File: src/rtl/simd_pkg.sv
package simd_pkg;
  localparam logic [1:0] SZ_BYTE = 2'd0;
  localparam logic [1:0] SZ_HALF = 2'd1;
  localparam logic [1:0] SZ_WORD = 2'd2;
  localparam logic [2:0] MD_WRAP = 3'd0;
  localparam logic [2:0] MD_USAT = 3'd1;
  localparam logic [2:0] MD_SSAT = 3'd2;
  localparam logic [2:0] MD_MIX  = 3'd3;
  localparam int BYTE_W = 8;
endpackage

File: src/rtl/simd_lane_add.sv
module simd_lane_add #(
  parameter int W = 8
) (
  input  logic [W-1:0] a,
  input  logic [W-1:0] b,
  input  logic [2:0]   mode,
  output logic [W-1:0] res,
  output logic         clamp
);
  import simd_pkg::*;
  logic [W:0]   us;
  logic [W:0]   ss;
  logic [W+1:0] ms;

  always_comb begin
    us = {1'b0, a} + {1'b0, b};
    ss = {a[W-1], a} + {b[W-1], b};
    ms = {2'b00, a} + {{2{b[W-1]}}, b};
    res   = us[W-1:0];
    clamp = 1'b0;
    case (mode)
      MD_USAT: begin
        if (us[W]) begin
          res   = '1;
          clamp = 1'b1;
        end
      end
      MD_SSAT: begin
        res = ss[W-1:0];
        if (ss[W] != ss[W-1]) begin
          clamp = 1'b1;
          res   = ss[W] ? {1'b1, {(W-1){1'b0}}} : {1'b0, {(W-1){1'b1}}};
        end
      end
      MD_MIX: begin
        res = ms[W-1:0];
        if (ms[W+1]) begin
          res   = '0;
          clamp = 1'b1;
        end else if (ms[W]) begin
          res   = '1;
          clamp = 1'b1;
        end
      end
      default: begin
        res   = us[W-1:0];
        clamp = 1'b0;
      end
    endcase
  end
endmodule

File: src/rtl/simd_width_bank.sv
module simd_width_bank #(
  parameter int DATA_W = 64,
  parameter int W      = 8
) (
  input  logic [DATA_W-1:0]   a,
  input  logic [DATA_W-1:0]   b,
  input  logic [2:0]          mode,
  output logic [DATA_W-1:0]   res,
  output logic [DATA_W/8-1:0] flags
);
  localparam int LANES = DATA_W / W;
  localparam int BPL   = W / 8;

  for (genvar l = 0; l < LANES; l++) begin : g_lane
    logic clamp_l;
    simd_lane_add #(.W(W)) u_lane (
      .a     (a[l*W +: W]),
      .b     (b[l*W +: W]),
      .mode  (mode),
      .res   (res[l*W +: W]),
      .clamp (clamp_l)
    );
    assign flags[l*BPL +: BPL] = {BPL{clamp_l}};
  end
endmodule

File: src/rtl/simd_stage_reg.sv
module simd_stage_reg #(
  parameter int DATA_W = 64,
  parameter int FLAG_W = 8
) (
  input  logic              clk,
  input  logic              rst_n,
  input  logic              s_valid,
  output logic              s_ready,
  input  logic [DATA_W-1:0] s_data,
  input  logic [FLAG_W-1:0] s_flag,
  output logic              m_valid,
  input  logic              m_ready,
  output logic [DATA_W-1:0] m_data,
  output logic [FLAG_W-1:0] m_flag
);
  assign s_ready = !m_valid || m_ready;

  always_ff @(posedge clk or negedge rst_n) begin
    if (!rst_n) begin
      m_valid <= 1'b0;
      m_data  <= '0;
      m_flag  <= '0;
    end else if (s_ready) begin
      m_valid <= s_valid;
      if (s_valid) begin
        m_data <= s_data;
        m_flag <= s_flag;
      end
    end
  end
endmodule

File: src/rtl/simd_sat_adder.sv
module simd_sat_adder #(
  parameter int DATA_W = 64
) (
  input  logic                clk,
  input  logic                rst_n,
  input  logic                in_valid,
  output logic                in_ready,
  input  logic [DATA_W-1:0]   in_a,
  input  logic [DATA_W-1:0]   in_b,
  input  logic [1:0]          in_size,
  input  logic [2:0]          in_mode,
  output logic                out_valid,
  input  logic                out_ready,
  output logic [DATA_W-1:0]   out_sum,
  output logic [DATA_W/8-1:0] out_sat
);
  import simd_pkg::*;
  localparam int FLAG_W = DATA_W / BYTE_W;
  localparam int NWID   = 3;

  logic [DATA_W-1:0] bank_res [NWID];
  logic [FLAG_W-1:0] bank_flg [NWID];
  logic [DATA_W-1:0] sel_res;
  logic [FLAG_W-1:0] sel_flg;

  for (genvar k = 0; k < NWID; k++) begin : g_bank
    simd_width_bank #(.DATA_W(DATA_W), .W(8 << k)) u_bank (
      .a     (in_a),
      .b     (in_b),
      .mode  (in_mode),
      .res   (bank_res[k]),
      .flags (bank_flg[k])
    );
  end

  always_comb begin
    case (in_size)
      SZ_HALF: begin sel_res = bank_res[1]; sel_flg = bank_flg[1]; end
      SZ_WORD: begin sel_res = bank_res[2]; sel_flg = bank_flg[2]; end
      default: begin sel_res = bank_res[0]; sel_flg = bank_flg[0]; end
    endcase
  end

  simd_stage_reg #(.DATA_W(DATA_W), .FLAG_W(FLAG_W)) u_stage (
    .clk     (clk),
    .rst_n   (rst_n),
    .s_valid (in_valid),
    .s_ready (in_ready),
    .s_data  (sel_res),
    .s_flag  (sel_flg),
    .m_valid (out_valid),
    .m_ready (out_ready),
    .m_data  (out_sum),
    .m_flag  (out_sat)
  );
endmodule

File: config.mk
export PLATFORM = sky130hd
export DESIGN_NAME = simd_sat_adder
export DESIGN_NICKNAME = d
export VERILOG_FILES = /design/src/rtl/simd_pkg.sv /design/src/rtl/simd_lane_add.sv /design/src/rtl/simd_width_bank.sv /design/src/rtl/simd_stage_reg.sv /design/src/rtl/simd_sat_adder.sv
export SDC_FILE = /design/constraint.sdc
export NUM_CORES = 1
export LEC_CHECK = 0
export BUFFER_PORTS_ARGS = -buffer_cell sky130_fd_sc_hd__buf_2
export CORE_MARGIN = 5
export CORE_UTILIZATION = 50
export CTS_CLUSTER_SIZE = 25
export DETAILED_ROUTE_END_ITERATION = 10
export GPL_TIMING_DRIVEN = 0
export HOLD_SLACK_MARGIN = 0.05
export PLACE_DENSITY_LB_ADDON = 0.05
export SYNTH_ARGS = -nofsm -noshare
export SYNTH_HDL_FRONTEND = slang
export SYNTH_HIERARCHICAL = 1
export SYNTH_SLANG_ARGS = --single-unit
File: constraint.sdc
create_clock -name clk -period 1.89 [get_ports clk]
set_input_delay 0.378 -clock clk [delete_from_list [all_inputs] [get_ports clk]]
set_output_delay 0.378 -clock clk [all_outputs]
set_load 0.02 [all_outputs]
After elaboration in Yosys (flattened, before gate mapping)

Index checks and enable logic that the tools add are counted.
W data, S select, Z words.

Word-level logic and storage cells: 223
Input port bits: 137
Flip-flop bits (word level): 73
Output and inout bits: 74

Reduce and logical (&&, ||, !) cells: 3
Eq/ne operators: 19
Add/sub/neg operators: 42
Multiplexer cells: 156

Operator list:

| kind                 | count |
|---|---|
| $mux W16             | 20 |
| $mux W32             | 10 |
| $mux W8              | 40 |
| $pmux W16 S3         | 4 |
| $pmux W32 S3         | 2 |
| $pmux W8 S3          | 8 |
| $add A8 B8 Y9        | 16 |
| $add A16 B16 Y17     | 8 |
| $add A32 B32 Y33     | 4 |
| $pmux W64 S2         | 1 |
| $add A9 B8 Y10       | 8 |
| $add A17 B16 Y18     | 4 |
| $add A33 B32 Y34     | 2 |
| $mux W1              | 56 |
| $pmux W1 S3          | 14 |
| $pmux W8 S2          | 1 |
| $ne A1 B1 Y1         | 14 |
| $eq A3 B2 Y1 const B | 2 |
| $eq A3 B1 Y1 const B | 1 |
| $eq A2 B1 Y1 const B | 1 |
| $eq A2 B2 Y1 const B | 1 |
| $reduce_and A2 Y1    | 1 |
| $logic_not A1 Y1     | 1 |
| $logic_or A1 B1 Y1   | 1 |

Logic depth before layout (Yosys ltp)

Gate-level depths: netlist (run 1).

Word-level depth: 5
Gate-level depth with buffers: 17
Mapped depth without buffers: 15

Modules after synthesis

The synthesis (run 1) kept the hierarchy.

By module, submodules not included:

| module                                                 | seq. area each (µm²) | times used | cells an instance | area each (µm²) |
|---|---|---|---|---|
| simd_lane_add at g_bank[0].u_bank.g_lane[3].u_lane ... | 0.0                  | 5          | 110               | 804.5 |
| simd_lane_add at g_bank[1].u_bank.g_lane[0].u_lane ... | 0.0                  | 3          | 167               | 1,285.0 |
| simd_stage_reg                                         | 1,826.8              | 1          | 155               | 3,010.4 |
| simd_lane_add at g_bank[0].u_bank.g_lane[0].u_lane ... | 0.0                  | 3          | 132               | 959.7 |
| simd_lane_add at g_bank[2].u_bank.g_lane[1].u_lane     | 0.0                  | 1          | 347               | 2,451.1 |
| simd_lane_add at g_bank[2].u_bank.g_lane[0].u_lane     | 0.0                  | 1          | 345               | 2,447.3 |
| simd_sat_adder                                         | 0.0                  | 1          | 252               | 1,549.0 |
| simd_lane_add at g_bank[1].u_bank.g_lane[2].u_lane     | 0.0                  | 1          | 167               | 1,236.2 |
| simd_width_bank                                        | 0.0                  | 3          | 8                 | 60.1 |

Worst setup path before layout (run 1)

OpenSTA, ideal clock, no wires.

Path type: input port to flip-flop
From: in in_a[32]
To: reg u_stage.m_data[37]
Data required time: 1.765 ns
Arrival: 3.343 ns
Slack: -1.578 ns
Library setup time: 0.125 ns
Cell stages on the path: 17
Path buffers: 2
Cell sequence: ha_1 -> inv_1 -> fa_1 -> nand2b_1 -> a21o_1 -> a311oi_2 -> a2111o_1 -> nand2_1 -> nand2_1 -> a2bb2oi_1 -> nor2b_2 -> buf_6 -> buf_6 -> o31ai_1 -> a22oi_1 -> o21ai_1 -> mux2_4

RTL lines:

| what                 | line                 | text |
|---|---|---|
| from (decl)          | simd_sat_adder.sv:8  | `input logic [DATA_W-1:0] in_a,` |
| to (signal assigned) | simd_stage_reg.sv:26 | `m_data <= s_data;` |
| to (decl)            | simd_stage_reg.sv:13 | `output logic [DATA_W-1:0] m_data,` |

==> metrics.json, run 1 <==
{
  "hold_violations": {"value": 0},
  "drt_drc_violations_left": {"value": 0},
  "combPwrFrac": {"value": 0.721},
  "grt_first_pass_wirelength": {"value": 121, "unit": "mm"},
  "intPower": {"value": 8.41, "unit": "mW"},
  "yosysUniqueCellTypes": {"value": 114},
  "synthCells": {"value": 2737},
  "netlist.area_leader.share": {"value": 0.120},
  "total_number_of_h_tree_levels": {"value": 3},
  "grt_max_degree": {"value": 80},
  "failed_checks": {"value": "setup timing"},
  "power.ir.vdd_worst": {"value": 0.000404, "unit": "V"},
  "postSynth.asyncResetShare": {"value": 1.00},
  "setup_repair_after_global_routing_missed_its_margin": {"value": "yes"},
  "global_route.overflow_total": {"value": 0},
  "p_sw_frac": {"value": 0.476},
  "fp-row-count": {"value": 76},
  "yosys_register_bits": {"value": 73},
  "critical_path.reg2reg.startpoint": {"value": "u_stage/m_valid"},
  "number_of_maximum_capacitance_violations": {"value": 0},
  "dp_worst_slack": {"value": -2.31, "unit": "ns"},
  "clkSlewWorstSetupHoldPaths": {"value": 0.07, "unit": "ns"},
  "synth.net_count": {"value": 3096},
  "postSynth.topFlopCell": {"value": "sky130_fd_sc_hd__dfrtp_1"},
  "vias": {"value": 23800},
  "route.detailed.wl_per_inst": {"value": 21.3, "unit": "um"},
  "cell_area_synth": {"value": 0.0216, "unit": "mm^2"},
  "timing.hold.worst.start": {"value": "in_valid"},
  "final_min_period": {"value": 3.33, "unit": "ns"},
  "status": {"value": "complete, but fails checks"},
  "setup.reg_to_reg.worst_slack": {"value": 0.48, "unit": "ns"},
  "dieWidth": {"value": 218, "unit": "um"},
  "cts-root-buf": {"value": "sky130_fd_sc_hd__clkbuf_16"},
  "timing.critical_path.arrival": {"value": 3.60, "unit": "ns"},
  "core": {"value": 0.0430, "unit": "mm^2"},
  "synthesis.area_per_instance": {"value": 7.90, "unit": "um^2"},
  "number_of_sinks_on_the_clock_net": {"value": 73},
  "ios": {"value": 211},
  "synthesis.yosys.warnings": {"value": 6},
  "power.switching": {"value": 7.64, "unit": "mW"},
  "power.density_cell_area": {"value": 584, "unit": "mW/mm^2"},
  "port_buffers": {"value": 210},
  "final_layout_size_suffix_gt1_frac": {"value": 0.338},
  "viasPerCell": {"value": 6.43},
  "setup_viol": {"value": 72},
  "detail-route-antenna-nets": {"value": 0},
  "vias_in_the_first_global_route": {"value": 23000},
  "setup_tns": {"value": -92.46, "unit": "ns"},
  "tritoncts.num_buffers": {"value": 9},
  "tritoncts_clock_tree": {"value": "done"},
  "antenna-diode-count": {"value": 0},
  "totalWireLength": {"value": 78.9, "unit": "mm"},
  "synth_edf_count": {"value": 0},
  "dr.pass1.iters": {"value": 5},
  "whs_path_depth": {"value": 2},
  "worst_slew_margin_rel": {"value": 0.362},
  "power_frac_clock": {"value": 0.138},
  "yosys-top-cells-count": {"value": "sky130_fd_sc_hd__nand2_1 (232), sky130_fd_sc_hd__ha_1 (208), sky130_fd_sc_hd__a21oi_1 (196)"},
  "r2r.worst_path.cells": {"value": 4},
  "seq_area_frac_synth": {"value": 0.0845},
  "drv_slew": {"value": 0},
  "design.die.area": {"value": 0.0475, "unit": "mm^2"},
  "floorplan.initialDensity": {"value": 0.503},
  "grt_antenna_before_repair": {"value": 0},
  "die_height": {"value": 218, "unit": "um"},
  "synth_area_leader_cell": {"value": "sky130_fd_sc_hd__ha_1"},
  "path_max_fanout": {"value": 3},
  "end_kind": {"value": "flip-flop"},
  "dp_cells": {"value": 3533},
  "synthMostInstantiatedCell": {"value": "sky130_fd_sc_hd__nand2_1"},
  "cp.required": {"value": 2.17, "unit": "ns"},
  "p_r_area_growth_vs_syn": {"value": 27.0, "unit": "%"},
  "skew": {"value": 0.0151, "unit": "ns"},
  "min_path_type": {"value": "primary input to flip-flop"},
  "groute.usage.overall": {"value": 0.310},
  "criticalPathCategory": {"value": "primary input to flip-flop"},
  "post-dp-hpwl": {"value": 59.4, "unit": "mm"},
  "layout.nets": {"value": 3468},
  "layoutNonFillerInstCount": {"value": 3698},
  "finalHoldWorstSlack": {"value": 0.233, "unit": "ns"},
  "buffers_from_clock_root_to_sink_at_most": {"value": 2},
  "reg2reg_to": {"value": "u_stage/m_data[62]"},
  "post-layout-total-power": {"value": 16.1, "unit": "mW"},
  "gp_congestion": {"value": 0.924},
  "clk_latency": {"value": 0.40, "unit": "ns"},
  "fmaxAchievable": {"value": 301, "unit": "MHz"},
  "startpoint_type": {"value": "primary input"},
  "p_seq_frac": {"value": 0.141},
  "finalCritPeriodShare": {"value": 1.76},
  "holdPathEnd": {"value": "u_stage/m_valid"},
  "worst_pin_slew": {"value": 0.957, "unit": "ns"},
  "place_area": {"value": 0.0238, "unit": "mm^2"},
  "layout.filler_cells": {"value": 3731},
  "postLayoutCoreUtil": {"value": 0.639},
  "dr.first_iter.drc_count": {"value": 1661},
  "yosys-top-cells-area": {"value": "sky130_fd_sc_hd__ha_1 (12%), sky130_fd_sc_hd__dfrtp_1 (8.4%), sky130_fd_sc_hd__mux2_4 (4.9%)"},
  "power.static_leakage": {"value": 11.5, "unit": "nW"},
  "startpoint": {"value": "in_b[32]"},
  "finalWorstSetupSlack": {"value": -1.44, "unit": "ns"},
  "layout.cell_area.non_filler": {"value": 0.0275, "unit": "mm^2"}
}
registers in the layout, summed over array words and instances (netlist names):
| signal | cells |
|---|---|
| u_stage/m_valid | 1 |
| u_stage/m_data | 64 |
| u_stage/m_flag | 8 |
power groups by stage:
stage          clock (mW)  combinational, mW  sequential [mW]
2_1_floorplan           0               6.72             2.77
6_report             2.22               11.6             2.26
3_3_place_gp            0               9.76             2.28
4_1_cts              2.23               10.8             2.26
3_5_place_dp            0               9.87             2.29
5_1_grt              2.28               12.4             2.31
cell usage in the layout (no fill, tap or decap), types with 73 or more instances in the layout:
cell,count
sky130_fd_sc_hd__nand2_1,223
sky130_fd_sc_hd__buf_2,184
sky130_fd_sc_hd__buf_4,177
sky130_fd_sc_hd__nor2_1,177
sky130_fd_sc_hd__a21oi_1,169
sky130_fd_sc_hd__ha_1,161
sky130_fd_sc_hd__o21ai_0,104
sky130_fd_sc_hd__buf_6,95
sky130_fd_sc_hd__xnor2_1,89
sky130_fd_sc_hd__o211ai_1,87
sky130_fd_sc_hd__inv_1,85
sky130_fd_sc_hd__o21ai_1,85
sky130_fd_sc_hd__dfrtp_1,73
per-layer routing:
layer  GRT usage  up-vias  share of wire
met5           0        -              0
met1       0.395    11400           0.42
li1            -    11300              -
met2       0.531      903           0.47
met4       0.132        0          0.047
met3      0.0380      208          0.056
worst max-delay path by stage:
| stage | to | slack (ns) | cells past startpoint |
|---|---|---|---|
| floorplan | u_stage/m_data[37] | -1.33 | 17 |
| global placement | u_stage/m_data[37] | -2.28 | 18 |
| detailed placement | u_stage/m_data[37] | -2.31 | 18 |
| CTS | u_stage/m_data[38] | -1.41 | 19 |
| global route | u_stage/m_data[40] | -1.55 | 19 |
| finish | u_stage/m_data[54] | -1.44 | 18 |
final cells by class:
cell class / count / area, um^2 / area share
clock inverters: 6 / 116 / 0.00424
inverters: 90 / 338 / 0.0123
well taps: 585 / 732 / 0.0266
clock buffers: 9 / 225 / 0.00820
multi-input cells: 2420 / 20100 / 0.733
plain buffers: 136 / 1280 / 0.0467
flip-flops and latches: 73 / 1830 / 0.0665
repair buffers: 379 / 2810 / 0.102
critical path, cell delays in order:
cell	delay, ns
sky130_fd_sc_hd__buf_12	0.09
sky130_fd_sc_hd__ha_4	0.13
sky130_fd_sc_hd__inv_2	0.03
sky130_fd_sc_hd__fa_2	0.35
sky130_fd_sc_hd__nand2b_4	0.16
sky130_fd_sc_hd__a21o_4	0.22
sky130_fd_sc_hd__a311oi_4	0.27
sky130_fd_sc_hd__buf_6	0.16
sky130_fd_sc_hd__buf_4	0.12
sky130_fd_sc_hd__nor2_2	0.04
sky130_fd_sc_hd__o221ai_2	0.25
sky130_fd_sc_hd__a311oi_2	0.16
sky130_fd_sc_hd__maj3_2	0.32
sky130_fd_sc_hd__a21oi_2	0.13
sky130_fd_sc_hd__o221ai_2	0.15
sky130_fd_sc_hd__a22oi_2	0.26
sky130_fd_sc_hd__o21ai_2	0.10
sky130_fd_sc_hd__mux2_4	0.27
cells by family (layout without fill, tap and decap cells):
logic type | Yosys count | count (layout) | synth area share
compound gates | 1188 | 1188 | 0.403
buf+inv | 244 | 620 | 0.0742
mux | 101 | 101 | 0.0650
xor+xnor | 157 | 157 | 0.0636
simple gates | 749 | 749 | 0.175
flops | 73 | 73 | 0.0845
fa+ha+maj | 225 | 225 | 0.135
what timing repair did:
| item | CTS | global route |
|---|---|---|
| resized for setup | 299 | 158 |
| hold buffers | 1 | 0 |
| gates cloned | 6 | 3 |
| endpoints found under the setup margin | 72 | 72 |
| pin swaps | 148 | 158 |
| buffers inserted | 104 | 58 |
| hold endpoints to repair | 16 | 0 |
Power figures use the tool's default switching activity.
==> inputs of run 2 (changes only) <==
ABC_AREA = 1   (was default)
==> run 2 against run 1 <==
The flow still finishes with violations (setup timing). Core utilization increased by 0.94 points. Clock power decreased by 23%. Sequential power decreased by 2%. Design area increased by 18%. Combinational power increased by 9%. Hold slack improved by 0.17 ns. Critical endpoint is now u_stage/m_data[28].
==> metrics.json, run 2 <==
{
  "status": {"value": "complete, but fails checks"},
  "failed_checks": {"value": "setup timing"},
  "setup_viol": {"value": 72, "change": "unchanged"},
  "synthMostInstantiatedCell": {"value": "sky130_fd_sc_hd__nand2_1"},
  "number_of_sinks_on_the_clock_net": {"value": 73, "change": "unchanged"},
  "dr.pass1.iters": {"value": 8, "change": "+3"},
  "global_route.overflow_total": {"value": 0, "change": "unchanged"},
  "fp-row-count": {"value": 82, "change": "+7.9%"},
  "buffers_from_clock_root_to_sink_at_most": {"value": 2, "change": "unchanged"},
  "finalHoldWorstSlack": {"value": 0.402, "unit": "ns", "change": "+0.169 ns"},
  "grt_first_pass_wirelength": {"value": 148, "unit": "mm", "change": "+22%"},
  "number_of_maximum_capacitance_violations": {"value": 0, "change": "unchanged"},
  "power.density_cell_area": {"value": 514, "unit": "mW/mm^2", "change": "-12%"},
  "antenna-diode-count": {"value": 0, "change": "unchanged"},
  "worst_pin_slew": {"value": 0.714, "unit": "ns", "change": "-0.243 ns"},
  "dr.first_iter.drc_count": {"value": 2966, "change": "+79%"},
  "post-dp-hpwl": {"value": 74.7, "unit": "mm", "change": "+26%"},
  "critical_path.max_stage_delay": {"value": 0.34, "unit": "ns", "change": "about the same"},
  "largest_reg_flops": {"value": 64, "change": "unchanged"},
  "groute.usage.overall": {"value": 0.331, "change": "+0.0209"},
  "timing.critical_path.arrival": {"value": 2.99, "unit": "ns", "change": "-0.61 ns"},
  "die_height": {"value": 234, "unit": "um", "change": "+7.5%"},
  "yosys-top-cells-area": {"value": "sky130_fd_sc_hd__nand2_1 (30%), sky130_fd_sc_hd__ha_1 (10%), sky130_fd_sc_hd__inv_1 (8.0%)"},
  "dp_worst_slack": {"value": -1.65, "unit": "ns", "change": "+0.665 ns"},
  "synth.net_count": {"value": 5085, "change": "+64%"},
  "setup_repair_after_global_routing_missed_its_margin": {"value": "yes"},
  "postSynth.topFlopCell": {"value": "sky130_fd_sc_hd__dfrtp_1"},
  "clkSlewWorstSetupHoldPaths": {"value": 0.06, "unit": "ns", "change": "about the same"},
  "core": {"value": 0.0500, "unit": "mm^2", "change": "+16%"},
  "p_sw_frac": {"value": 0.545, "change": "+0.0687"},
  "criticalPathCategory": {"value": "primary input to flip-flop"},
  "synthesis.area_per_instance": {"value": 5.33, "unit": "um^2", "change": "-33%"},
  "post_synth_mux_area_share": {"value": 0, "change": "-0.0650"},
  "startpoint_type": {"value": "primary input"},
  "crit_buf_inv": {"value": 5, "change": "+1"},
  "synth_compound_gate_area_share": {"value": 0.104, "change": "-0.300"},
  "combPwrFrac": {"value": 0.765, "change": "+0.044"},
  "viasPerCell": {"value": 5.47, "change": "-15%"},
  "path_max_fanout": {"value": 6, "change": "+3"},
  "fmaxAchievable": {"value": 370, "unit": "MHz", "change": "+23%"},
  "place_area": {"value": 0.0273, "unit": "mm^2", "change": "+14%"},
  "finalCritPeriodShare": {"value": 1.43, "change": "-0.331"},
  "totalWireLength": {"value": 97.2, "unit": "mm", "change": "+23%"},
  "route.detailed.wl_per_inst": {"value": 16.8, "unit": "um", "change": "-21%"},
  "synth_area_leader_cell": {"value": "sky130_fd_sc_hd__nand2_1"},
  "total_number_of_h_tree_levels": {"value": 3, "change": "unchanged"},
  "grt_antenna_before_repair": {"value": 1, "change": "+1"},
  "vias_in_the_first_global_route": {"value": 28100, "change": "+22%"},
  "top_library_cells_by_usage_in_the_layout_fill_and_taps_aside": {"value": "sky130_fd_sc_hd__nand2_1 (1,854), sky130_fd_sc_hd__inv_1 (512), sky130_fd_sc_hd__nor2_1 (342), sky130_fd_sc_hd__nand3_1 (285), sky130_fd_sc_hd__nand2_2 (237)"},
  "path_common_cell": {"value": "sky130_fd_sc_hd__nand2_2"},
  "layout_commonest_cell": {"value": "sky130_fd_sc_hd__nand2_1"},
  "power.static_leakage": {"value": 17.8, "unit": "nW", "change": "+54%"},
  "largest_registers": {"value": "u_stage/m_data (64), u_stage/m_flag (8), u_stage/m_valid (1)"},
  "skew": {"value": 0.00723, "unit": "ns", "change": "-0.00790 ns"},
  "end_kind": {"value": "flip-flop"},
  "drv_slew": {"value": 0, "change": "unchanged"},
  "yosys-top-cells-count": {"value": "sky130_fd_sc_hd__nand2_1 (2,040), sky130_fd_sc_hd__inv_1 (540), sky130_fd_sc_hd__nor2_1 (374)"},
  "synth_edf_count": {"value": 0, "change": "unchanged"},
  "tritoncts_clock_tree": {"value": "done"},
  "power_frac_clock": {"value": 0.103, "change": "-0.035"},
  "layout.nets": {"value": 5474, "change": "+58%"},
  "layout.filler_cells": {"value": 4850, "change": "+30%"},
  "cell_area_synth": {"value": 0.0252, "unit": "mm^2", "change": "+16%"},
  "p_seq_frac": {"value": 0.133, "change": "-0.008"},
  "netlist.area_leader.share": {"value": 0.304, "change": "+0.184"},
  "detail-route-antenna-nets": {"value": 0, "change": "unchanged"},
  "design.die.area": {"value": 0.0550, "unit": "mm^2", "change": "+16%"},
  "gp_congestion": {"value": 0.979, "change": "+5.9%"},
  "tritoncts.num_buffers": {"value": 9, "change": "unchanged"},
  "cts-root-buf": {"value": "sky130_fd_sc_hd__clkbuf_16"},
  "power.switching": {"value": 9.07, "unit": "mW", "change": "+19%"},
  "postSynth.asyncResetShare": {"value": 1.00, "change": "unchanged"},
  "layout.cell_area.non_filler": {"value": 0.0324, "unit": "mm^2", "change": "+18%"},
  "max_flop_register": {"value": "u_stage/m_data"},
  "worst_slew_margin_rel": {"value": 0.522, "change": "+0.160"},
  "floorplan.initialDensity": {"value": 0.504, "change": "+0.000846"},
  "post-layout-total-power": {"value": 16.7, "unit": "mW", "change": "+3.8%"},
  "dieWidth": {"value": 234, "unit": "um", "change": "+7.5%"},
  "final_min_period": {"value": 2.70, "unit": "ns", "change": "-0.626 ns"},
  "critical_path.reg2reg.startpoint": {"value": "u_stage/m_valid"},
  "final_layout_size_suffix_gt1_frac": {"value": 0.249, "change": "-0.0893"},
  "grt_max_degree": {"value": 65, "change": "-19%"},
  "power.ir.vdd_worst": {"value": 0.000452, "unit": "V", "change": "+12%"},
  "drt_drc_violations_left": {"value": 0, "change": "unchanged"},
  "synthesis.yosys.warnings": {"value": 6, "change": "unchanged"},
  "clk_latency": {"value": 0.35, "unit": "ns", "change": "-0.05 ns"},
  "critPathTopFamily": {"value": "simple AND/OR/NAND/NOR gates"},
  "vias": {"value": 31700, "change": "+33%"},
  "synthCells": {"value": 4726, "change": "+73%"},
  "synth_top_family_by_area": {"value": "simple AND/OR/NAND/NOR gates"},
  "yosysUniqueCellTypes": {"value": 50, "change": "-56%"},
  "synth_simple_gate_area_share": {"value": 0.548, "change": "+0.373"},
  "p_r_area_growth_vs_syn": {"value": 28.7, "unit": "%"},
  "synth-xor-area-share": {"value": 0.0417, "change": "-0.0218"},
  "cp.required": {"value": 2.18, "unit": "ns", "change": "about the same"},
  "cp_slowest_cell": {"value": "sky130_fd_sc_hd__fa_2"},
  "seq_area_frac_synth": {"value": 0.0725, "change": "-0.0119"},
  "min_path_type": {"value": "primary input to async pin"},
  "synth_fa_ha_area_frac": {"value": 0.114, "change": "-0.0202"},
  "startpoint": {"value": "in_a[0]"},
  "intPower": {"value": 7.59, "unit": "mW", "change": "-9.9%"},
  "hold_violations": {"value": 0, "change": "unchanged"},
  "ios": {"value": 211, "change": "unchanged"},
  "yosys_register_bits": {"value": 73, "change": "unchanged"},
  "port_buffers": {"value": 209, "change": "-0.48%"},
  "finalWorstSetupSlack": {"value": -0.810, "unit": "ns", "change": "+0.626 ns"}
}
-- run 2: changes by cell type after synthesis, moves of 96 or more --
cell / change
sky130_fd_sc_hd__inv_1: +451
sky130_fd_sc_hd__nand2_1: +1808
sky130_fd_sc_hd__nand2_2: +108
sky130_fd_sc_hd__nand3_1: +290
sky130_fd_sc_hd__nand4_1: +96
sky130_fd_sc_hd__nor2_1: +191
-- run 2: logic make-up after synthesis --
logic type / count (synthesis)
AO/OA/AOI/OAI: 440
XOR/XNOR: 120
adder cells (fa/ha/maj): 222
buffers and inverters: 689
flip-flops: 73
AND/OR/NAND/NOR: 3182
-- run 2: what timing repair did --
action                                  in CTS  in global routing
endpoints found under the setup margin      72                 72
pin swaps                                  225                254
buffers inserted                           120                 41
gates resized for setup                    567                264
gates cloned                                 7                  1
endpoints found under the hold margin        9                  0
hold buffers                                 1                  0
-- run 2: worst paths after layout --
check,to,slack [ns],cells past startpoint
hold reg to reg,u_stage/m_data[4],0.47,2
setup / recovery,u_stage/m_data[28],-0.81,27
max in group asynchronous,u_stage/m_data[52],0.91,3
setup reg to reg,u_stage/m_data[51],0.65,5
min in group clk,u_stage/m_data[61],0.41,3
hold / removal,u_stage/m_data[4],0.40,2
-- run 2: cell type report --
class	count	area [um^2]	area share
tap	672	841	0.0259
multi-input combinational	3966	23500	0.725
inverter	586	2230	0.0689
sequential	73	1830	0.0564
clock inverter	4	26.3	0.000811
buffer	103	876	0.0270
timing repair buffer	376	2850	0.0880
clock buffer	12	267	0.00822
-- run 2: metrics by stage --
stage,setup TNS (ns),util,std cells
6_report,-48.11,0.649,5792
5_1_grt,-57.10,0.649,5792
4_1_cts,-41.17,0.625,5752
3_5_place_dp,-98.54,0.546,5608
3_3_place_gp,-106.33,0.545,5607
2_1_floorplan,-43.30,-,4726
-- run 2: per-layer routing --
layer  track usage  up-vias  wire length [um]
met5             0        -                13
met4        0.0967        2              3390
met3        0.0534      198              8950
met2         0.504     1384             41000
met1         0.483    14300             43900
li1              -    15800                 -
-- run 2: power groups by stage --
stage / combinational, mW / clock, mW / sequential [mW]
5_1_grt: 13.9 / 1.81 / 2.23
3_5_place_dp: 10.4 / 0 / 2.21
4_1_cts: 11.9 / 1.73 / 2.19
6_report: 12.7 / 1.71 / 2.21
3_3_place_gp: 10.4 / 0 / 2.22
2_1_floorplan: 7.08 / 0 / 2.50
